==> src/rtl/ide_regwin_pkg.sv <==
package ide_regwin_pkg;

   typedef enum logic [2:0] {
      SLOT_NONE,
      SLOT_DATA,
      SLOT_TF,
      SLOT_STAT,
      SLOT_TIMING,
      SLOT_IRQ
   } slot_e;

   typedef struct packed {
      logic data_rd;
      logic data_wr;
      logic data_wide;
      logic tf_rd;
      logic tf_wr;
      logic stat_rd;
      logic ctl_wr;
   } strobe_t;

   // Byte counts each slot accepts
   function automatic logic size_ok(input slot_e slot, input logic [2:0] size);
      case (slot)
         SLOT_DATA:   return (size == 3'd2) || (size == 3'd4);
         SLOT_TF:     return size == 3'd1;
         SLOT_STAT:   return size == 3'd1;
         SLOT_TIMING: return size == 3'd4;
         SLOT_IRQ:    return size == 3'd4;
         default:     return 1'b0;
      endcase
   endfunction

endpackage

==> src/rtl/ide_regwin_decode.sv <==
module ide_regwin_decode
   import ide_regwin_pkg::*;
#(
   parameter int ADDR_W     = 12,
   parameter int SLOT_SHIFT = 4,
   parameter int DATA_IDX   = 0,
   parameter int TF_FIRST   = 1,
   parameter int TF_LAST    = 7,
   parameter int TF_SEL_W   = 3,
   parameter int STAT_IDX_A = 8'h08,
   parameter int STAT_IDX_B = 8'h16,
   parameter int TIMING_IDX = 8'h20,
   parameter int IRQ_IDX    = 8'h30
) (
   input  logic                accept,
   input  logic                write,
   input  logic [ADDR_W-1:0]   addr,
   input  logic [2:0]          size,
   output slot_e               slot,
   output logic                allowed,
   output strobe_t             strb,
   output logic [TF_SEL_W-1:0] tf_sel
);
   localparam int IDX_W     = ADDR_W - SLOT_SHIFT;
   localparam int N_ALIAS   = 2;
   localparam int STAT_IDX [N_ALIAS] = '{STAT_IDX_A, STAT_IDX_B};

   logic [IDX_W-1:0]   idx;
   logic [N_ALIAS-1:0] stat_hit;
   logic               go_rd;
   logic               go_wr;

   assign idx = addr[ADDR_W-1:SLOT_SHIFT];

   // One comparator per status alias
   generate
      for (genvar a = 0; a < N_ALIAS; a++) begin : g_alias
         assign stat_hit[a] = (idx == IDX_W'(STAT_IDX[a]));
      end
   endgenerate

   always_comb begin
      slot = SLOT_NONE;
      if (idx == IDX_W'(DATA_IDX))
         slot = SLOT_DATA;
      else if ((idx >= IDX_W'(TF_FIRST)) && (idx <= IDX_W'(TF_LAST)))
         slot = SLOT_TF;
      else if (|stat_hit)
         slot = SLOT_STAT;
      else if (idx == IDX_W'(TIMING_IDX))
         slot = SLOT_TIMING;
      else if (idx == IDX_W'(IRQ_IDX))
         slot = SLOT_IRQ;
   end

   assign allowed = size_ok(slot, size);
   assign tf_sel  = TF_SEL_W'(idx);
   assign go_rd   = accept & allowed & ~write;
   assign go_wr   = accept & allowed & write;

   always_comb begin
      strb           = '0;
      strb.data_rd   = go_rd & (slot == SLOT_DATA);
      strb.data_wr   = go_wr & (slot == SLOT_DATA);
      strb.data_wide = accept & allowed & (slot == SLOT_DATA) & (size == 3'd4);
      strb.tf_rd     = go_rd & (slot == SLOT_TF);
      strb.tf_wr     = go_wr & (slot == SLOT_TF);
      strb.stat_rd   = go_rd & (slot == SLOT_STAT);
      strb.ctl_wr    = go_wr & (slot == SLOT_STAT);
   end

endmodule

==> src/rtl/ide_regwin_irq.sv <==
module ide_regwin_irq #(
   parameter int                  NUM_LINES  = 2,
   parameter logic [NUM_LINES-1:0] CLEAR_MASK = 'b01
) (
   input  logic                 clk,
   input  logic                 rst_n,
   input  logic [NUM_LINES-1:0] lines,
   input  logic [NUM_LINES-1:0] clr,
   output logic [NUM_LINES-1:0] state,
   output logic [NUM_LINES-1:0] pass
);
   generate
      for (genvar n = 0; n < NUM_LINES; n++) begin : g_line
         logic prev_q;
         logic rise;
         logic fall;
         logic ack;

         assign rise = lines[n] & ~prev_q;
         assign fall = ~lines[n] & prev_q;

         // Only lines selected by CLEAR_MASK honour a software acknowledge
         if (CLEAR_MASK[n]) begin : g_ack
            assign ack = clr[n];
         end else begin : g_noack
            assign ack = 1'b0;
         end

         always_ff @(posedge clk or negedge rst_n) begin
            if (!rst_n) begin
               prev_q   <= 1'b0;
               state[n] <= 1'b0;
            end else begin
               prev_q <= lines[n];
               if (rise)
                  state[n] <= 1'b1;
               else if (fall || ack)
                  state[n] <= 1'b0;
            end
         end

         assign pass[n] = lines[n];
      end
   endgenerate

endmodule

==> src/rtl/ide_regwin_rsp.sv <==
module ide_regwin_rsp
   import ide_regwin_pkg::*;
#(
   parameter int          DATA_W     = 32,
   parameter logic [31:0] DEFAULT_RD = 32'hFFFF_FFFF
) (
   input  logic              clk,
   input  logic              rst_n,
   input  logic              accept,
   input  logic              write,
   input  slot_e             slot,
   input  logic              allowed,
   input  logic [2:0]        size,
   input  logic [DATA_W-1:0] data_rdata,
   input  logic [7:0]        tf_rdata,
   input  logic [7:0]        status,
   input  logic [DATA_W-1:0] timing,
   input  logic [DATA_W-1:0] irq_val,
   output logic              rsp_valid,
   output logic [DATA_W-1:0] rsp_rdata
);
   logic [DATA_W-1:0] rd_mux;

   always_comb begin
      rd_mux = DATA_W'(DEFAULT_RD);
      if (allowed) begin
         case (slot)
            SLOT_DATA:   rd_mux = (size == 3'd4) ? data_rdata
                                                 : DATA_W'(data_rdata[15:0]);
            SLOT_TF:     rd_mux = DATA_W'(tf_rdata);
            SLOT_STAT:   rd_mux = DATA_W'(status);
            SLOT_TIMING: rd_mux = timing;
            SLOT_IRQ:    rd_mux = irq_val;
            default:     rd_mux = DATA_W'(DEFAULT_RD);
         endcase
      end
   end

   always_ff @(posedge clk or negedge rst_n) begin
      if (!rst_n) begin
         rsp_valid <= 1'b0;
         rsp_rdata <= '0;
      end else begin
         rsp_valid <= accept & ~write;
         if (accept && !write)
            rsp_rdata <= rd_mux;
      end
   end

endmodule

==> src/rtl/ide_regwin.sv <==
module ide_regwin
   import ide_regwin_pkg::*;
#(
   parameter int          ADDR_W     = 12,
   parameter int          DATA_W     = 32,
   parameter int          SLOT_SHIFT = 4,
   parameter int          TF_FIRST   = 1,
   parameter int          TF_LAST    = 7,
   parameter int          TF_SEL_W   = 3,
   parameter int          STAT_IDX_A = 8'h08,
   parameter int          STAT_IDX_B = 8'h16,
   parameter int          TIMING_IDX = 8'h20,
   parameter int          IRQ_IDX    = 8'h30,
   parameter logic [1:0]  IRQ_CLEAR  = 2'b01,
   parameter logic [31:0] DEFAULT_RD = 32'hFFFF_FFFF
) (
   input  logic                clk,
   input  logic                rst_n,
   input  logic                req_valid,
   output logic                req_ready,
   input  logic                req_write,
   input  logic [ADDR_W-1:0]   req_addr,
   input  logic [2:0]          req_size,
   input  logic [DATA_W-1:0]   req_wdata,
   output logic                rsp_valid,
   output logic [DATA_W-1:0]   rsp_rdata,
   output logic                dev_data_rd,
   output logic                dev_data_wr,
   output logic                dev_data_wide,
   input  logic [DATA_W-1:0]   dev_data_rdata,
   output logic                dev_tf_rd,
   output logic                dev_tf_wr,
   output logic [TF_SEL_W-1:0] dev_tf_sel,
   input  logic [7:0]          dev_tf_rdata,
   output logic                dev_stat_rd,
   input  logic [7:0]          dev_status,
   output logic                dev_ctl_wr,
   output logic [DATA_W-1:0]   dev_wdata,
   input  logic                dma_irq_in,
   input  logic                disk_irq_in,
   output logic                dma_irq_out,
   output logic                disk_irq_out
);
   localparam int NUM_IRQ = 2;
   localparam int IDX_W   = ADDR_W - SLOT_SHIFT;

   // Elaboration-time parameter checks
   generate
      if (DATA_W != 32) begin : g_bad_width
         $error("ide_regwin: DATA_W must be 32");
      end
      if (IDX_W < 1 || IRQ_IDX >= (1 << IDX_W) || TIMING_IDX >= (1 << IDX_W)) begin : g_bad_idx
         $error("ide_regwin: slot index does not fit the window");
      end
      if (TF_LAST >= (1 << TF_SEL_W) || TF_FIRST > TF_LAST) begin : g_bad_tf
         $error("ide_regwin: task-file range does not fit TF_SEL_W");
      end
   endgenerate

   slot_e                slot;
   logic                 allowed;
   strobe_t              strb;
   logic                 accept;
   logic [DATA_W-1:0]    timing_q;
   logic [NUM_IRQ-1:0]   irq_lines;
   logic [NUM_IRQ-1:0]   irq_clr;
   logic [NUM_IRQ-1:0]   irq_state;
   logic [NUM_IRQ-1:0]   irq_pass;
   logic [DATA_W-1:0]    irq_val;

   always_ff @(posedge clk or negedge rst_n) begin
      if (!rst_n) req_ready <= 1'b0;
      else        req_ready <= 1'b1;
   end

   assign accept = req_valid & req_ready;

   ide_regwin_decode #(
      .ADDR_W    (ADDR_W),
      .SLOT_SHIFT(SLOT_SHIFT),
      .DATA_IDX  (0),
      .TF_FIRST  (TF_FIRST),
      .TF_LAST   (TF_LAST),
      .TF_SEL_W  (TF_SEL_W),
      .STAT_IDX_A(STAT_IDX_A),
      .STAT_IDX_B(STAT_IDX_B),
      .TIMING_IDX(TIMING_IDX),
      .IRQ_IDX   (IRQ_IDX)
   ) u_decode (
      .accept (accept),
      .write  (req_write),
      .addr   (req_addr),
      .size   (req_size),
      .slot   (slot),
      .allowed(allowed),
      .strb   (strb),
      .tf_sel (dev_tf_sel)
   );

   assign dev_data_rd   = strb.data_rd;
   assign dev_data_wr   = strb.data_wr;
   assign dev_data_wide = strb.data_wide;
   assign dev_tf_rd     = strb.tf_rd;
   assign dev_tf_wr     = strb.tf_wr;
   assign dev_stat_rd   = strb.stat_rd;
   assign dev_ctl_wr    = strb.ctl_wr;
   assign dev_wdata     = req_wdata;

   // Timing register
   always_ff @(posedge clk or negedge rst_n) begin
      if (!rst_n)
         timing_q <= '0;
      else if (accept && req_write && allowed && slot == SLOT_TIMING)
         timing_q <= req_wdata;
   end

   // Interrupt line n owns bit DATA_W-1-n: line 0 is DMA, line 1 is disk
   assign irq_lines = {disk_irq_in, dma_irq_in};

   generate
      for (genvar n = 0; n < NUM_IRQ; n++) begin : g_irq_bit
         assign irq_clr[n] = accept & req_write & allowed & (slot == SLOT_IRQ)
                           & req_wdata[DATA_W-1-n];
      end
   endgenerate

   always_comb begin
      irq_val = '0;
      for (int n = 0; n < NUM_IRQ; n++)
         irq_val[DATA_W-1-n] = irq_state[n];
   end

   ide_regwin_irq #(
      .NUM_LINES (NUM_IRQ),
      .CLEAR_MASK(IRQ_CLEAR)
   ) u_irq (
      .clk  (clk),
      .rst_n(rst_n),
      .lines(irq_lines),
      .clr  (irq_clr),
      .state(irq_state),
      .pass (irq_pass)
   );

   assign dma_irq_out  = irq_pass[0];
   assign disk_irq_out = irq_pass[1];

   ide_regwin_rsp #(
      .DATA_W    (DATA_W),
      .DEFAULT_RD(DEFAULT_RD)
   ) u_rsp (
      .clk       (clk),
      .rst_n     (rst_n),
      .accept    (accept),
      .write     (req_write),
      .slot      (slot),
      .allowed   (allowed),
      .size      (req_size),
      .data_rdata(dev_data_rdata),
      .tf_rdata  (dev_tf_rdata),
      .status    (dev_status),
      .timing    (timing_q),
      .irq_val   (irq_val),
      .rsp_valid (rsp_valid),
      .rsp_rdata (rsp_rdata)
   );

endmodule

==> config.mk <==
export PLATFORM = sky130hd
export DESIGN_NAME = ide_regwin
export DESIGN_NICKNAME = d
export VERILOG_FILES = /design/src/rtl/ide_regwin_pkg.sv /design/src/rtl/ide_regwin_decode.sv /design/src/rtl/ide_regwin_irq.sv /design/src/rtl/ide_regwin_rsp.sv /design/src/rtl/ide_regwin.sv
export SDC_FILE = /design/constraint.sdc
export NUM_CORES = 1
export LEC_CHECK = 0
export BUFFER_PORTS_ARGS = -buffer_cell sky130_fd_sc_hd__buf_4
export CAP_MARGIN = 10
export CORE_MARGIN = 4
export CORE_UTILIZATION = 45
export CTS_BUF_LIST = sky130_fd_sc_hd__clkbuf_4
export CTS_CLUSTER_DIAMETER = 120
export DETAILED_ROUTE_END_ITERATION = 6
export PLACE_DENSITY_LB_ADDON = 0.12
export RECOVER_POWER = 100
export SLEW_MARGIN = 20
export SYNTH_ARGS = -nofsm -noshare
export SYNTH_HDL_FRONTEND = slang
export SYNTH_HIERARCHICAL = 1
export SYNTH_SLANG_ARGS = --single-unit
==> constraint.sdc <==
create_clock -name clk -period 1.8 [get_ports clk]
set_input_delay 0 -clock clk [delete_from_list [all_inputs] [get_ports clk]]
set_output_delay 0 -clock clk [all_outputs]
set_load 0.1 [all_outputs]
# --- Word-level counts from Yosys, hierarchy flattened ---
# Index checks and enable logic that the tools add are counted.
totals:
  regBits: 70
  latchBits: 0
  ram_bits: 0
  romBits: 0
  in_bits: 101
  output_inout_bits: 78
  mem_count: 0
op_classes:
  n_addsub: 0
  n_mul: 0
  div: 0
  n_lt_le_gt_ge: 2
  n_eq_ne: 12
  shift: 0
  n_mux: 13
  n_bitwise: 26
  reduce_logical: 14
op_table:
  columns: ["operator", "n"]
  rows:
  - ["case mux 32 bit (5 select lines)", 1]
  - ["two-way mux 32 bit", 2]
  - ["bitwise AND 1 bit", 21]
  - ["equality test 8 x 6 -> 1 bit (second input constant)", 2]
  - ["two-way mux 3 bit", 5]
  - ["equality test 3 x 2 -> 1 bit (second input constant)", 3]
  - ["equality test 3 bit (second input constant)", 3]
  - ["equality test 8 x 4 -> 1 bit (second input constant)", 1]
  - ["equality test 8 x 5 -> 1 bit (second input constant)", 1]
  - ["greater-or-equal comparator 8 x 1 -> 1 bit (second input constant)", 1]
  - ["<= comparator 8 x 3 -> 1 bit (second input constant)", 1]
  - ["logical NOT 8 bit", 1]
  - ["equality test 3 x 1 -> 1 bit (second input constant)", 2]
  - ["OR reduction 2 bit", 3]
  - ["logical AND 1 bit", 5]
  - ["inverter 1 bit", 5]
  - ["two-way mux 1 bit", 4]
  - ["nonzero test 2 bit", 2]
  - ["case mux 1 bit (3 select lines)", 1]
  - ["logical OR 1 bit", 2]
  - ["logical NOT 1 bit", 1]

# --- Logic depth before layout (Yosys ltp) ---
# Gate-level depths: netlist of the first run.
logic_depth:
  depth_word: 15
  depth_mapped: 11
  ltp_nobuf: 9

# --- Cells and area by module ---
# The synthesis of the first run kept the hierarchy.
by_module_without_submodules:
  columns: ["mod", "instances", "cells_per_inst", "area_each_um2", "seq_area_each_um2"]
  rows:
  - ["ide_regwin_rsp", 1, 241, 2220.9, 825.8]
  - ["ide_regwin", 1, 110, 1656.6, 825.8]
  - ["ide_regwin_decode", 1, 43, 276.5, 0.0]
  - ["ide_regwin_irq", 1, 12, 171.4, 100.1]

# --- Least setup slack after synthesis of the first run ---
# Ideal clock, no wire load.
synth_path:
  path_type: "flip-flop to output port"
  startpoint: "reg req_ready"
  endpoint: "out dev_tf_wr"
  arrival_ns: 4.112
  required_ns: 1.800
  path_slack_ns: -2.312
  stages_incl_launch_ff: 6
  path_cell_list: "dfrtp_1 nand2_1 inv_1 or4b_1 or4_1 nor3_1"
synth_between:
  elab_chain_len: 4
synth_lines:
  columns: ["element", "line", "source"]
  rows:
  - ["start: declaration", "ide_regwin.sv:20", "output logic req_ready,"]
  - ["start signal: assignment", "ide_regwin.sv:72", "if (!rst_n) req_ready <= 1'b0;"]
  - ["start signal: assignment", "ide_regwin.sv:73", "else req_ready <= 1'b1;"]
  - ["bitwise AND 1 bit", "ide_regwin.sv:76", "assign accept = req_valid & req_ready;"]
  - ["named net accept", "ide_regwin.sv:63", "logic accept;"]
  - ["bitwise AND 1 bit (2 in a row)", "ide_regwin_decode.sv:59", "assign go_wr = accept & allowed & write;"]
  - ["bitwise AND 1 bit", "ide_regwin_decode.sv:67", "strb.tf_wr = go_wr & (slot == SLOT_TF);"]
  - ["end: declaration", "ide_regwin.sv:32", "output logic dev_tf_wr,"]
# The timed path passes the listed nets, and every way through them passes these cells.

# --- Final worst setup path of the first run ---
# Same ends and word-level chain as after synthesis.

==> out/qor.tcl, run 1 <==
set qor(regToRegSetupSlack_ps) 0
set qor(drt-total-wl_mm) 12.2
set qor(cellPowerDensity_nw_per_um2) 557
set qor(grt_start_max_net_pins) 71
set qor(setup_violations) 38
set qor(total_leakage_power_nw) 3.08
set qor(chipWidth_um) 106
set qor(crit-reg2reg-launch) {req_ready}
set qor(pre_cts_slack_ps) -583
set qor(outcome) {finished, violations left}
set qor(cap_viol_max_count) 0
set qor(hold_depth) 4
set qor(cts_root_buf) {sky130_fd_sc_hd__clkbuf_4}
set qor(yosysWarningCount) 6
set qor(finalNonFillerCells) 789
set qor(peak_per_stage_delay_on_the_critical_path_ps) 480
set qor(avgRoutedWirePerCell_um) 15.5
set qor(antenna_nets_post_route) 0
set qor(fp.dieArea_um2) 11200
set qor(sequential_share_of_power_pct) 43.3
set qor(hold_end) {u_rsp/rsp_rdata[7]}
set qor(final.setup.worst_slack_ps) -502
set qor(clockPowerShare_pct) 32.3
set qor(final_period_utilization_pct) 128
set qor(hold_start) {dev_data_rdata[7]}
set qor(multiInputGateArea_um2) 2300
set qor(ff2ff_path_depth) 8
set qor(end_kind) {output port}
set qor(fin_nets) 757
set qor(cts-root-to-sink-buffers) 2
set qor(detailedPlacementHpwl_mm) 8.45
set qor(htreeDepth) 3
set qor(post_synth.cell_area_avg_um2) 10.7
set qor(fin_util_pct) 71.1
set qor(port-buffer-count) 174
set qor(violations) {negative setup slack}
set qor(worstPathBufferInverterCount) 2
set qor(first_pass_grt_wire_length_mm) 19.8
set qor(detail_route.vias_per_cell) 4.85
set qor(placed_cells_incl_taps) 711
set qor(cts_buffers) 9
set qor(crit_required_ps) 1800
set qor(clk_pin_slew_worst_paths_ps) 120
set qor(highest_count_cells_in_the_layout_ignoring_fill_and_taps) {126 x sky130_fd_sc_hd__buf_4, 69 x sky130_fd_sc_hd__dfrtp_1, 59 x sky130_fd_sc_hd__nor2_1}
set qor(grt_antenna_before_repair) 0
set qor(setup-tns-final_ps) -3620
set qor(globalRoute.totalOverflow) 0
set qor(fin_crit_ps) 2300
set qor(detailedRoute.firstIterationViolations) 93
set qor(achievable_freq_mhz) 434
set qor(critPathSlowestCell) {sky130_fd_sc_hd__or4b_4}
set qor(drt_drc_violations_left) 0
set qor(antenna-diode-count) 0
set qor(via_count) 3827
set qor(sequential_cell_area_um2) 1760
set qor(internal_power_w) 0.00250
set qor(syn_area_um2) 4320
set qor(drive_gt1_share_pct) 48.0
set qor(power.switching_fraction_pct) 32.1
set qor(critical-path-top-delay-family) {simple AND/OR/NAND/NOR gates}
set qor(criticalPathCategory) {reg -> out}
set qor(crit_path_max_fanout) 4
set qor(global_placer_s_final_weighted_congestion) 0.796
set qor(finClkSkew_ps) 24.7
set qor(vdd_drop_max_v) 0.000573
set qor(fill_cells) 745
set qor(drtPass1Iterations) 4
set qor(floorplan.rows) 35
set qor(combinational_share_of_power_pct) 24.5
set qor(unrepaired_setup_endpoints_after_global_routing) {yes}
set qor(cts_sinks) 70
set qor(cts_tree) {yes}
set qor(slew_violations) 0
set qor(top_level_ports) 179
set qor(startpoint_type) {register}
set qor(floorplan.initialDensity_pct) 46.5
set qor(cells_traversed_along_the_worst_timing_path) {nand2_4 -> inv_2 -> or4b_4 -> or4_4 -> nor3_4 -> buf_12}
set qor(slew-limit-headroom_pct) 21.5
set qor(synthCells) 405
set qor(mostFrequentLayoutCell) {sky130_fd_sc_hd__buf_4}
set qor(final-hold-violation-count) 0
set qor(clk_latency_ps) 420
set qor(holdCritPathClass) {in -> reg}
set qor(number_of_global_route_vias_before_repair) 4054
set qor(power.net_switching_w) 0.00118
set qor(synthToLayoutAreaGrowth_pct) 52.8
set qor(worst_r2r_endpoint) {u_rsp/rsp_rdata[12]}
set qor(arrival_worst_endpoint_ps) 2300
set qor(dieHeight_um) 106
set qor(worstMarginPinSlew_ps) 1180
set qor(core_region_area_um2) 9280
set qor(globalRouteTotalUtil_pct) 21.9
-- registers in the layout, indices dropped and copies added (netlist names) --
register             count
req_ready                1
u_irq/state              2
timing_q                32
u_irq/g_line.prev_q      2
u_rsp/rsp_rdata         32
u_rsp/rsp_valid          1
-- power by group through the flow --
stage / logic (W) / clock network, W / registers (W)
global placement: 0.000823 / 0 / 0.00162
floorplan: 0.000499 / 0 / 0.00166
finish: 0.000901 / 0.00119 / 0.00159
global route: 0.000952 / 0.00129 / 0.00159
CTS: 0.000936 / 0.00122 / 0.00159
detailed placement: 0.000830 / 0 / 0.00162
-- cell type report --
cell class | instances | area share, %
clock inverter | 6 | 1.42
multi-input combinational | 287 | 34.8
clock buffer | 10 | 1.14
inverter | 13 | 0.739
timing repair buffer | 274 | 32.8
sequential | 70 | 26.6
tap | 129 | 2.45
-- layer usage --
metal  share of wire (%)  global-route usage, %  wire, um  vias to the layer above
li1                    -                      -         -                     1853
met2                  50                   38.6      6160                      125
met5                   0                      0         0                        -
met3                 5.3                   4.01       648                       22
met1                  42                   26.9      5130                     1827
met4                 2.2                   7.59       264                        0
-- what timing repair did --
| item | CTS | global route |
|---|---|---|
| pin swaps | 5 | 2 |
| gates resized for setup | 28 | 3 |
| hold endpoints to repair | 126 | 0 |
| endpoints found under the setup margin | 41 | 39 |
| hold buffers | 55 | 0 |
| setup buffers | 5 | 2 |
-- how the worst max path moves through the flow --
stage,endpoint,from,slack (ps),depth (start not counted)
after floorplan,dev_tf_wr,req_ready,-700,5
after global placement,timing_q[26],req_addr[4],-540,9
after detailed placement,timing_q[27],req_addr[4],-580,9
after CTS,dev_tf_wr,req_ready,-500,6
after global routing,dev_tf_wr,req_ready,-570,6
final,dev_tf_wr,req_ready,-500,6
-- through the flow --
stage / hold WS, ps / power, W / area (um2)
after floorplan: -296 / 0.00216 / 4570
final: 12.1 / 0.00368 / 6600
after detailed placement: 131 / 0.00245 / 5900
after CTS: 5.45 / 0.00375 / 6770
after global routing: 21.0 / 0.00384 / 6600
after global placement: 130 / 0.00244 / 5900
-- worst register-to-register path: cells and delay by family (launching register included) --
family,cells,cell delay [ps]
compound gates,1,170
buf+inv,4,810
simple gates,3,300
flops,1,440
No activity file was read; power rests on OpenSTA's default activity.
==> inputs of run 2 (changes only) <==
- MAX_ROUTING_LAYER: unset -> met4
==> run 2 against run 1 <==
The run still ends with negative setup slack left. Final cell count did not move. Die area did not move. Sequential power barely moved. Setup slack improved by 2.1 ps. Clock-buffer cell count did not move. Via count barely moved. Register-to-register slack barely moved. Global-route usage rose by 0.67 points. Clock skew fell by 3.0 ps. Combinational power barely moved. Critical path type unchanged.
==> out/qor.tcl, run 2 (synthesis gave the netlist of run 1 again) <==
set qor(total_leakage_power_nw) 3.07
set qor(hold_end) {u_rsp/rsp_rdata[7]}
set qor(critical-path-top-delay-family) {simple AND/OR/NAND/NOR gates}
set qor(crit_path_max_fanout) 4
set qor(first_pass_grt_wire_length_mm) 19.8
set qor(detail_route.vias_per_cell) 4.85
set qor(antenna_nets_post_route) 0
set qor(finalNonFillerCells) 789
set qor(global_placer_s_final_weighted_congestion) 0.807
set qor(dieHeight_um) 106
set qor(unrepaired_setup_endpoints_after_global_routing) {yes}
set qor(fill_cells) 746
set qor(largest_registers) {timing_q (32), u_rsp/rsp_rdata (32)}
set qor(worst_r2r_endpoint) {u_rsp/rsp_rdata[12]}
set qor(drtPass1Iterations) 4
set qor(drive_gt1_share_pct) 48.0
set qor(slew_violations) 0
set qor(worstPathBufferInverterCount) 2
set qor(antenna-diode-count) 0
set qor(hold_start) {dev_data_rdata[7]}
set qor(avgRoutedWirePerCell_um) 15.4
set qor(cells_traversed_along_the_worst_timing_path) {nand2_4 -> inv_2 -> or4b_4 -> or4_4 -> nor3_4 -> buf_12}
set qor(grt_antenna_before_repair) 0
set qor(fin_nets) 757
set qor(chipWidth_um) 106
set qor(crit_required_ps) 1800
set qor(outcome) {finished, violations left}
set qor(final_period_utilization_pct) 128
set qor(grt_start_max_net_pins) 71
set qor(cts-root-to-sink-buffers) 2
set qor(criticalPathCategory) {reg -> out}
set qor(peak_per_stage_delay_on_the_critical_path_ps) 480
set qor(ff2ff_path_depth) 8
set qor(top_level_ports) 179
set qor(detailedRoute.firstIterationViolations) 95
set qor(globalRouteTotalUtil_pct) 22.6
set qor(mostFrequentLayoutCell) {sky130_fd_sc_hd__buf_4}
set qor(synthToLayoutAreaGrowth_pct) 52.8
set qor(vdd_drop_max_v) 0.000573
set qor(setup_violations) 29
set qor(crit-reg2reg-launch) {req_ready}
set qor(drt-total-wl_mm) 12.2
set qor(finClkSkew_ps) 21.7
set qor(arrival_worst_endpoint_ps) 2300
set qor(core_region_area_um2) 9280
set qor(holdCritPathClass) {in -> reg}
set qor(final.setup.worst_slack_ps) -500
set qor(placed_cells_incl_taps) 711
set qor(clk_pin_slew_worst_paths_ps) 120
set qor(floorplan.initialDensity_pct) 46.5
set qor(floorplan.rows) 35
set qor(cts_buffers) 9
set qor(cap_viol_max_count) 0
set qor(globalRoute.totalOverflow) 0
set qor(drt_drc_violations_left) 0
set qor(clk_latency_ps) 420
set qor(hold_depth) 4
set qor(cts_root_buf) {sky130_fd_sc_hd__clkbuf_4}
set qor(regToRegSetupSlack_ps) 10
set qor(port-buffer-count) 174
set qor(cellPowerDensity_nw_per_um2) 558
set qor(via_count) 3824
set qor(violations) {negative setup slack}
set qor(setup-tns-final_ps) -3480
set qor(final-hold-violation-count) 0
set qor(fp.dieArea_um2) 11200
set qor(cts_tree) {yes}
set qor(worstMarginPinSlew_ps) 1180
set qor(slew-limit-headroom_pct) 21.5
set qor(number_of_global_route_vias_before_repair) 4058
set qor(end_kind) {output port}
set qor(cts_sinks) 70
set qor(detailedPlacementHpwl_mm) 8.45
set qor(fin_crit_ps) 2300
set qor(htreeDepth) 3
set qor(achievable_freq_mhz) 435
set qor(startpoint_type) {register}
set qor(critPathSlowestCell) {sky130_fd_sc_hd__or4b_4}
set qor(highest_count_cells_in_the_layout_ignoring_fill_and_taps) {125 x sky130_fd_sc_hd__buf_4, 69 x sky130_fd_sc_hd__dfrtp_1, 59 x sky130_fd_sc_hd__nor2_1}
run 2: cell types whose count changed in the layout (fill, tap and decap cells not counted):
cell,before,now
sky130_fd_sc_hd__buf_2,1,2
sky130_fd_sc_hd__buf_4,126,125
run 2: how the worst max path moves through the flow:
stage                    to  depth (start not counted)  slack, ps        start
2_1_floorplan     dev_tf_wr                          5       -700    req_ready
3_3_place_gp   timing_q[26]                          9       -540  req_addr[4]
3_5_place_dp   timing_q[27]                          9       -580  req_addr[4]
4_1_cts           dev_tf_wr                          6       -500    req_ready
5_1_grt           dev_tf_wr                          6       -570    req_ready
6_report          dev_tf_wr                          6       -500    req_ready
run 2: metal layers:
| metal | vias up | global-route usage (%) | share of wire, % |
|---|---|---|---|
| met4 | 0 | 7.59 | 2.1 |
| met3 | 21 | 3.70 | 5.4 |
| met2 | 135 | 38.7 | 51 |
| met1 | 1813 | 27.2 | 42 |
| li1 | 1855 | - | - |
| met5 | - | - | 0 |
run 2: final cells by class:
| class | instances | area, um2 | share of cell area, % |
|---|---|---|---|
| tap | 129 | 161 | 2.45 |
| sequential | 70 | 1760 | 26.6 |
| multi-input combinational | 287 | 2300 | 34.9 |
| inverter | 13 | 48.8 | 0.739 |
| clock buffer | 10 | 75.1 | 1.14 |
| clock inverter | 6 | 93.8 | 1.42 |
| timing repair buffer | 274 | 2160 | 32.8 |
run 2: where the power goes:
group,switching (W),internal [W]
clock,0.000601,0.000588
combinational,0.000576,0.000324
sequential,0.00000657,0.00159
total,0.00118,0.00250
run 2: tightest hold or removal path, cell delays in order:
cell	delay, ps
sky130_fd_sc_hd__buf_4	80
sky130_fd_sc_hd__a22oi_1	80
sky130_fd_sc_hd__nor2_1	100
sky130_fd_sc_hd__o32a_1	140
run 2: per-stage QoR:
step / setup slack, ps / power [W] / hold WS, ps / area [um2] / utilization, %
after floorplan: -698 / 0.00216 / -296 / 4570 / -
after global placement: -545 / 0.00244 / 130 / 5900 / 63.5
after detailed placement: -583 / 0.00245 / 131 / 5900 / 63.5
after CTS: -503 / 0.00375 / 5.45 / 6770 / 72.9
after global routing: -575 / 0.00384 / 16.5 / 6600 / 71.1
final: -500 / 0.00368 / 8.11 / 6600 / 71.1
run 2: repair_timing:
action | CTS | global route
setup buffers | 5 | 2
endpoints found under the hold margin | 126 | 0
hold buffers | 55 | 0
setup endpoints to repair | 41 | 39
pin swaps | 5 | 2
resized for setup | 28 | 3
==> inputs of run 3 (changes only) <==
- RECOVER_POWER: 100 -> unset
==> run 3 against run 2 <==
The run still ends with negative setup slack left. Sequential power barely moved. Die area did not move. Sequential share of layout area fell by 0.82 points. Setup slack got worse by 9.2 ps. Critical path type unchanged. Largest cell class is now non-clock buffers.
==> out/qor.tcl, run 3 (synthesis gave the netlist of run 1 again) <==
set qor(cts_root_buf) {sky130_fd_sc_hd__clkbuf_4}
set qor(number_of_global_route_vias_before_repair) 4058
set qor(final-hold-violation-count) 0
set qor(floorplan.rows) 35
set qor(global_placer_s_final_weighted_congestion) 0.807
set qor(htreeDepth) 3
set qor(startpoint_type) {register}
set qor(chipWidth_um) 106
set qor(grt_start_max_net_pins) 71
set qor(drtPass1Iterations) 4
set qor(antenna-diode-count) 0
set qor(cts_sinks) 70
set qor(crit_required_ps) 1800
set qor(postLayoutCellArea_um2) 6810
set qor(holdCritPathClass) {in -> reg}
set qor(multiInputGateArea_um2) 2300
set qor(crit_path_max_fanout) 4
set qor(worst_r2r_endpoint) {timing_q[27]}
set qor(cap_viol_max_count) 0
set qor(finClkSkew_ps) 22.5
set qor(port-buffer-count) 174
set qor(drive_gt1_share_pct) 50.5
set qor(setup_violations) 7
set qor(fin_crit_ps) 2310
set qor(ff2ff_path_depth) 6
set qor(total_leakage_power_nw) 3.17
set qor(globalRouteTotalUtil_pct) 22.6
set qor(timing.critical_path.to) {dev_tf_wr}
set qor(fill_cells) 679
set qor(floorplan.initialDensity_pct) 46.5
set qor(first_pass_grt_wire_length_mm) 19.8
set qor(regToRegSetupSlack_ps) 60
set qor(grt_antenna_before_repair) 0
set qor(antenna_nets_post_route) 0
set qor(clk_latency_ps) 420
set qor(criticalPathCategory) {reg -> out}
set qor(cts_tree) {yes}
set qor(detailed_place.area_um2) 5900
set qor(top_level_ports) 179
set qor(unrepaired_setup_endpoints_after_global_routing) {yes}
set qor(slew_violations) 0
set qor(synthToLayoutAreaGrowth_pct) 57.6
set qor(detail_route.vias_per_cell) 4.83
set qor(dieHeight_um) 106
set qor(core_region_area_um2) 9280
set qor(fp.dieArea_um2) 11200
set qor(highest_count_cells_in_the_layout_ignoring_fill_and_taps) {202 x sky130_fd_sc_hd__buf_4, 69 x sky130_fd_sc_hd__dfrtp_1, 59 x sky130_fd_sc_hd__nor2_1}
set qor(avgRoutedWirePerCell_um) 15.5
set qor(outcome) {finished, violations left}
set qor(clk_pin_slew_worst_paths_ps) 120
set qor(hold_depth) 4
set qor(drt-total-wl_mm) 12.2
set qor(cellPowerDensity_nw_per_um2) 547
set qor(fin_nets) 757
set qor(setup-tns-final_ps) -3150
set qor(mostFrequentLayoutCell) {sky130_fd_sc_hd__buf_4}
set qor(largest_registers) {timing_q (32), u_rsp/rsp_rdata (32)}
set qor(cts_buffers) 9
set qor(worstMarginPinSlew_ps) 899
set qor(sequential_cell_area_um2) 1760
set qor(arrival_worst_endpoint_ps) 2310
set qor(timing.critical_path.from) {req_ready}
set qor(detailedPlacementHpwl_mm) 8.45
set qor(final.setup.worst_slack_ps) -509
set qor(globalRoute.totalOverflow) 0
set qor(via_count) 3811
set qor(cts-root-to-sink-buffers) 2
set qor(violations) {negative setup slack}
set qor(final_period_utilization_pct) 128
set qor(hold_start) {dev_data_rdata[7]}
set qor(achievable_freq_mhz) 433
set qor(crit-reg2reg-launch) {req_ready}
set qor(slew-limit-headroom_pct) 40.1
set qor(end_kind) {output port}
set qor(vdd_drop_max_v) 0.000579
set qor(drt_drc_violations_left) 0
set qor(detailedRoute.firstIterationViolations) 119
[run 3: cell types whose count changed in the layout (fill, tap and decap cells not counted)]
cell | before | now
sky130_fd_sc_hd__clkbuf_4 | 12 | 10
sky130_fd_sc_hd__clkbuf_2 | 58 | 0
sky130_fd_sc_hd__buf_1 | 2 | 0
sky130_fd_sc_hd__or4_1 | 2 | 1
sky130_fd_sc_hd__buf_4 | 125 | 202
sky130_fd_sc_hd__clkbuf_1 | 13 | 0
sky130_fd_sc_hd__buf_2 | 2 | 0
sky130_fd_sc_hd__or4_4 | 1 | 2
[run 3: per-stage QoR]
step | utilization (%) | worst slack (ps) | hold WS, ps | power [W] | std cells
final | 73.3 | -509 | 3.78 | 0.00373 | 789
after global routing | 73.3 | -575 | 16.5 | 0.00388 | 789
after CTS | 72.9 | -503 | 5.45 | 0.00375 | 787
after detailed placement | 63.5 | -583 | 131 | 0.00245 | 711
after global placement | 63.5 | -545 | 130 | 0.00244 | 711
after floorplan | - | -698 | -296 | 0.00216 | 434
[run 3: worst max-delay path: stages (launching register included)]
cell                      delay (ps)
sky130_fd_sc_hd__dfrtp_4         450
sky130_fd_sc_hd__nand2_4          50
sky130_fd_sc_hd__inv_2            50
sky130_fd_sc_hd__or4b_4          480
sky130_fd_sc_hd__or4_4           450
sky130_fd_sc_hd__nor3_4          220
sky130_fd_sc_hd__buf_12          200
[run 3: per-layer routing]
| layer | track usage (%) | routed length [um] | up-vias |
|---|---|---|---|
| met4 | 7.59 | 276 | 0 |
| met5 | - | 0 | - |
| met1 | 27.2 | 5070 | 1798 |
| met3 | 3.70 | 646 | 22 |
| li1 | - | - | 1859 |
| met2 | 38.7 | 6210 | 132 |
[run 3: how the worst min path moves through the flow]
| stage | to | slack [ps] |
|---|---|---|
| finish | u_rsp/rsp_rdata[7] | 4 |
| global route | u_rsp/rsp_rdata[7] | 20 |
| CTS | u_rsp/rsp_rdata[1] | 5 |
| detailed placement | u_irq/g_line[1].prev_q | 130 |
| global placement | u_irq/g_line[1].prev_q | 130 |
| floorplan | timing_q[0] | -300 |
[run 3: where the power goes]
group / switching, W / leakage [nW] / internal, W
Combinational: 0.000578 / 2.28 / 0.000362
Sequential: 0.00000664 / 0.800 / 0.00159
Clock: 0.000606 / 0.0872 / 0.000588
[run 3: cell type report]
cell class                 instances  area share, %
inverter                          13          0.717
timing repair buffer             274           34.8
clock buffer                      10           1.10
tap                              129           2.37
sequential                        70           25.8
multi-input combinational        287           33.8
clock inverter                     6           1.38
[run 3: repair_timing]
action	in CTS	in global routing
setup buffers	5	2
resized for setup	28	3
pin swaps	5	2
endpoints found under the setup margin	41	39
hold buffers	55	0
endpoints found under the hold margin	126	0
